### src/rtl/frx_pkg.sv
// Package: shared definitions for the framed serial receiver.
// Holds the delay-code width and the mapping from code to bit clocks.
package frx_pkg;

    localparam int unsigned DLY_CODE_W = 2;

    typedef logic [DLY_CODE_W-1:0] dly_code_t;

    // Map a delay code to the number of bit clocks; the spare code acts as the largest delay.
    function automatic dly_code_t delay_cycles(input dly_code_t code);
        return (code == dly_code_t'(3)) ? dly_code_t'(2) : code;
    endfunction

endpackage

### src/rtl/frx_sync_window.sv
// Module: frx_sync_window
// Tracks the protection window after each accepted frame sync. It
// classifies incoming pulses as normal or early, decides between start and
// abort, and owns the sticky synchronization error flag.
// Assumes: fsync_i is a single-cycle pulse; WORD_W >= 2.
module frx_sync_window #(
    parameter int unsigned WORD_W = 8
) (
    input  logic clk,
    input  logic rst_n,
    input  logic fsync_i,
    input  logic ignore_i,
    input  logic clr_i,
    output logic start_o,
    output logic abort_o,
    output logic err_o
);

    localparam int unsigned CW = $clog2(WORD_W);

    logic [CW-1:0] win_cnt;
    logic          early;

    // Classify the current pulse and decide start or abort.
    always_comb begin
        early   = fsync_i && (win_cnt != '0);
        abort_o = early && !ignore_i;
        start_o = fsync_i && (!early || !ignore_i);
    end

    // Count down the edges left in the window opened by the last accepted sync.
    always_ff @(posedge clk) begin
        if (!rst_n) begin
            win_cnt <= '0;
        end else if (start_o) begin
            win_cnt <= CW'(WORD_W - 1);
        end else if (win_cnt != '0) begin
            win_cnt <= win_cnt - 1'b1;
        end
    end

    // Sticky error flag: an abort sets it, the clear input resets it, and set wins.
    always_ff @(posedge clk) begin
        if (!rst_n) begin
            err_o <= 1'b0;
        end else if (abort_o) begin
            err_o <= 1'b1;
        end else if (clr_i) begin
            err_o <= 1'b0;
        end
    end

endmodule

### src/rtl/frx_delay_line.sv
// Module: frx_delay_line
// Counts the programmed data delay after a frame start and marks the
// cycle in which the first data bit is on the line.
// Assumes: a new start always overrides a delay still counting.
module frx_delay_line (
    input  logic               clk,
    input  logic               rst_n,
    input  logic               start_i,
    input  frx_pkg::dly_code_t code_i,
    output logic               first_o
);

    frx_pkg::dly_code_t dly;
    frx_pkg::dly_code_t pend_cnt;

    // Resolve the code and flag the first-bit cycle.
    always_comb begin
        dly     = frx_pkg::delay_cycles(code_i);
        first_o = start_i ? (dly == '0) : (pend_cnt == frx_pkg::dly_code_t'(1));
    end

    // Load the delay on a start, then count down to the first-bit cycle.
    always_ff @(posedge clk) begin
        if (!rst_n) begin
            pend_cnt <= '0;
        end else if (start_i) begin
            pend_cnt <= dly;
        end else if (pend_cnt != '0) begin
            pend_cnt <= pend_cnt - 1'b1;
        end
    end

endmodule

### src/rtl/frx_shifter.sv
// Module: frx_shifter
// Assembles WORD_W serial bits, MSB first, and publishes the word with a
// one-cycle strobe. An abort drops the partial word; a first-bit mark
// takes priority over an abort in the same cycle.
// Assumes: first_i never hits while a word is still assembling unless
// abort_i is also high (guaranteed by the window logic); WORD_W >= 2.
module frx_shifter #(
    parameter int unsigned WORD_W = 8
) (
    input  logic              clk,
    input  logic              rst_n,
    input  logic              first_i,
    input  logic              abort_i,
    input  logic              sdata_i,
    output logic [WORD_W-1:0] word_o,
    output logic              valid_o
);

    localparam int unsigned CW = $clog2(WORD_W);

    logic [WORD_W-1:0] sh_reg;
    logic [CW-1:0]     bit_cnt;
    logic              busy;
    logic [WORD_W-1:0] next_sh;

    // Next shift register value with the new bit at the bottom.
    always_comb begin
        next_sh = {sh_reg[WORD_W-2:0], sdata_i};
    end

    // Shift bits in, drop on abort, and publish the word on the last bit.
    always_ff @(posedge clk) begin
        if (!rst_n) begin
            sh_reg  <= '0;
            bit_cnt <= '0;
            busy    <= 1'b0;
            word_o  <= '0;
            valid_o <= 1'b0;
        end else begin
            valid_o <= 1'b0;
            if (first_i) begin
                sh_reg  <= {{(WORD_W-1){1'b0}}, sdata_i};
                bit_cnt <= CW'(1);
                busy    <= 1'b1;
            end else if (abort_i) begin
                sh_reg  <= '0;
                bit_cnt <= '0;
                busy    <= 1'b0;
            end else if (busy) begin
                sh_reg <= next_sh;
                if (bit_cnt == CW'(WORD_W - 1)) begin
                    word_o  <= next_sh;
                    valid_o <= 1'b1;
                    busy    <= 1'b0;
                    bit_cnt <= '0;
                end else begin
                    bit_cnt <= bit_cnt + 1'b1;
                end
            end
        end
    end

endmodule

### src/rtl/frame_rx_engine.sv
// Module: frame_rx_engine (top)
// Framed serial receiver. It delays by a programmable count after frame
// sync, assembles a fixed-length word and presents it with a valid strobe.
// An early frame sync is either ignored or aborts the word, sets a sticky
// error and restarts.
// Assumes: the clock is the bit clock; fsync_i pulses last one cycle.
module frame_rx_engine #(
    parameter int unsigned WORD_W = 8
) (
    input  logic                             clk,
    input  logic                             rst_n,
    input  logic                             fsync_i,
    input  logic                             sdata_i,
    input  logic [frx_pkg::DLY_CODE_W-1:0]   delay_code_i,
    input  logic                             ignore_early_i,
    input  logic                             err_clear_i,
    output logic [WORD_W-1:0]                word_o,
    output logic                             word_valid_o,
    output logic                             sync_err_o
);

    logic start_w;
    logic abort_w;
    logic first_w;

    frx_sync_window #(.WORD_W(WORD_W)) u_win (
        .clk      (clk),
        .rst_n    (rst_n),
        .fsync_i  (fsync_i),
        .ignore_i (ignore_early_i),
        .clr_i    (err_clear_i),
        .start_o  (start_w),
        .abort_o  (abort_w),
        .err_o    (sync_err_o)
    );

    frx_delay_line u_dly (
        .clk     (clk),
        .rst_n   (rst_n),
        .start_i (start_w),
        .code_i  (delay_code_i),
        .first_o (first_w)
    );

    frx_shifter #(.WORD_W(WORD_W)) u_shf (
        .clk     (clk),
        .rst_n   (rst_n),
        .first_i (first_w),
        .abort_i (abort_w),
        .sdata_i (sdata_i),
        .word_o  (word_o),
        .valid_o (word_valid_o)
    );

endmodule

### config.mk
export PLATFORM = sky130hd
export DESIGN_NAME = frame_rx_engine
export DESIGN_NICKNAME = d
export VERILOG_FILES = /design/src/rtl/frx_pkg.sv /design/src/rtl/frx_sync_window.sv /design/src/rtl/frx_delay_line.sv /design/src/rtl/frx_shifter.sv /design/src/rtl/frame_rx_engine.sv
export SDC_FILE = /design/constraint.sdc
export NUM_CORES = 1
export LEC_CHECK = 0
export BUFFER_PORTS_ARGS = -buffer_cell sky130_fd_sc_hd__buf_2
export CAP_MARGIN = 30
export CELL_PAD_IN_SITES_DETAIL_PLACEMENT = 1
export CELL_PAD_IN_SITES_GLOBAL_PLACEMENT = 1
export CORE_ASPECT_RATIO = 1.1
export CORE_UTILIZATION = 25
export CTS_CLUSTER_DIAMETER = 30
export DETAILED_ROUTE_END_ITERATION = 10
export PLACE_DENSITY = 0.62
export SLEW_MARGIN = 20
export SYNTH_ARGS = -nofsm -noshare
export SYNTH_HDL_FRONTEND = slang
export SYNTH_SLANG_ARGS = --single-unit
### constraint.sdc
create_clock -name clk -period 2.2 [get_ports clk]
set_input_delay 0.22 -clock clk [delete_from_list [all_inputs] [get_ports clk]]
set_output_delay 0.22 -clock clk [all_outputs]
set_load 0.02 [all_outputs]
==> results by group <==
Timing
  • Relative slew slack: between 70 and 80%
  • Clock skew: approximately 6.4 ps
  • Final worst slack: about 190 ps
  • RSZ-0062 raised after global routing: no
  • Tmin final: ~2000 ps
  • Max-slew violations: 0
  • Fmax: between 400 and 500 MHz
  • Final-report hold violation count: 0
  • Final setup fails: 0
  • Post-route clock period utilization: between 90% and 100%
  • TNS Setup: 0 ps
  • Tightest Pin Transition: approximately 420 ps

GRT
  • Vias in the first global route: 938
  • Gr ovfl total: 0
  • First-pass GRT wire length: between 4000 and 5000 um
  • Initial antenna violation count: 0
  • Total global-route track usage: roughly 11%
  • Largest net degree at the start of global routing: 22

Synth
  • Synthesis-stage register bit count: 26
  • Synth warnings: 0
  • Post-Synthesis Cells: between 100 and 150
  • Count of cell types in the netlist: 24
  • Syn avg cell area: 9.44 sq um
  • Post-Syn Area: approximately 0.0012 sq mm
  • Seq/Total Area, Yosys: a little over two fifths
  • Syn nets: 141

Floorplanning
  • Die Span Y: 74.6 um
  • Die X: just under 70 um
  • Site Rows: 26
  • Total core area: around 0.0046 sq mm
  • Die footprint: 0.00508 sq mm
  • Io pins: 18
  • Initial core utilization: about a quarter

Layout
  • Commonest non-fill, non-tap cells in the layout: dfxtp_1 (26), nand2_1 (20), mux2i_1 (17), buf_2 (17), nor2_1 (14)
  • Commonest non-fill, non-tap cell in the layout: dfxtp_1
  • Area growth from synthesis to layout: 16.7%
  • Nets: around 160
  • Multi-input gate area: ~620 sq um
  • Register area: 520 sq um
  • Layout cells sized above 1: between 10% and 20%
  • Final core occ: ~30%
  • Ant diodes: 0
  • Max reg flops: 8
  • Fin area: approximately 0.0014 sq mm
  • Filler instances: 556
  • Post-Layout Cell Count: 200

Power
  • PD cells: approximately 940 mW/mm^2
  • Static leakage: 0.557 nW
  • Maximum VDD drop: slightly above 0.0003 V

Run status
  • Outcome: finished clean

Detailed routing
  • Vias: about 900
  • Post-DRT Antenna Nets: 0
  • Routed wl met2: ~1300 um
  • Vias per inst: 4.52
  • DR DRC count: 0
  • Wire per inst: ~13 um
  • Wirelength, routed: roughly 2600 um
  • Router iterations before antenna repair: 3
  • Met1 Wirelength: between 1000 and 1500 um
  • DR WL met3: between 100 and 150 um
  • Max layer used: met4
  • DR iter-0 viols: 25

Placement
  • GP Congestion: roughly 0.77
  • Dpl hpwl: 2000 um
  • Port bufs: 17
  • Pre-CTS setup slack: around 170 ps
  • Placed Cells: 196
  • DP Area: 0.00133 sq mm

Clock tree
  • CTS buffer count: 3
  • Clock tree root driver cell: clkbuf_8
  • Htree depth: 1
  • Insertion delay to the later sink of the worst-skew pair: between 200 and 300 ps
  • CTS sink cnt: 26
  • Post-cts hold buffer count: 0
  • Postcts setup bufs: 0
  • Worst-path clk slew: approximately 90 ps
  • CTS tree: built
  • Clk buf depth: 2

Setup path
  • Crit Path Max Fanout: 9
  • Critical-path top delay cell: a2111oi_4
  • Worst setup EP type: flop
  • Critical Path Max Stage Delay: roughly 470 ps
  • Worst setup SP type: flop
  • Worst endpoint required time: 2380 ps
  • Crit Path Class: reg2reg
  • Worst R2R Setup Slack: about 190 ps
  • CP cell instances: inv_1, ha_1, nand2b_1, a2111oi_4, and4bb_2, and2_1
  • Critical path arrival: between 2000 and 2500 ps

Hold path
  • Hold WC Path Type: in2reg

Job
  • Max Cap Viol: 0
critical path: cells and delay by family, from the launching register on:
family	cells	cell delay [ps]
compound gates	1	470
fa+ha+maj	1	230
buf+inv	1	90
flops	1	330
simple gates	3	780
cells in the mapped netlist:
master	number	area (sq um)
a2111o_1	1	11.3
a2111oi_4	1	27.5
a211oi_1	2	15.0
a21bo_2	1	10.0
a21boi_0	1	7.51
a21oi_1	7	35.0
and2_1	1	6.26
and2b_1	1	7.51
and4bb_1	1	12.5
buf_6	2	22.5
clkbuf_1	3	11.3
dfxtp_1	26	521
ha_1	6	75.1
inv_1	6	22.5
mux2i_1	17	170
nand2_1	20	75.1
nand2b_1	2	12.5
nor2_1	14	52.6
nor2b_1	7	43.8
o21a_1	2	15.0
o21ai_0	2	10.0
o2bb2ai_1	1	8.76
o311ai_0	1	8.76
xnor2_1	2	17.5
kinds of logic after synthesis:
family          synth area share (%)
compound gates                  12.4
fa+ha+maj                       6.26
xor+xnor                        1.46
flops                           43.4
buf+inv                         4.70
simple gates                    17.5
mux                             14.2
routing by layer:
layer / vias to the layer above / track usage (%)
met2: 13 / 19.1
met5: - / 0
li1: 459 / -
met3: 5 / 3.03
met4: 0 / 6.25
met1: 426 / 13.2
per-stage QoR:
step | total power [mW] | hold slack (ps)
after CTS | 1.33 | 194
after floorplan | 0.845 | 362
after detailed placement | 0.921 | 446
after global routing | 1.39 | 188
final | 1.31 | 198
after global placement | 0.885 | 448
layout make-up:
| type | instances | area share (%) |
|---|---|---|
| well taps | 56 | 5.01 |
| multi-input cells | 90 | 44.5 |
| clock buffers | 3 | 2.95 |
| clock inverters | 1 | 2.15 |
| inverters | 6 | 1.61 |
| flip-flops and latches | 26 | 37.2 |
| repair buffers | 18 | 6.62 |
report_power, final:
part / leakage [nW] / internal, mW / switching (mW)
registers: 0.211 / 0.519 / 0.0335
logic: 0.310 / 0.154 / 0.201
clock network: 0.0357 / 0.244 / 0.160
total: 0.557 / 0.918 / 0.395
final timing paths:
path / from / endpoint / cells past startpoint
hold reg to reg: u_shf.word_o[4] / u_shf.word_o[4] / 2
setup / recovery: u_win.win_cnt[0] / u_shf.valid_o / 6
setup reg to reg: u_win.win_cnt[0] / u_shf.valid_o / 6
hold / removal: err_clear_i / u_win.err_o / 3
repair_timing:
item                                   4_1_cts  5_1_grt
setup endpoints to repair                    0        9
endpoints found under the hold margin        0        0
gates resized for setup                      0        1
Note: power is estimated with default switching activity, not from simulation.
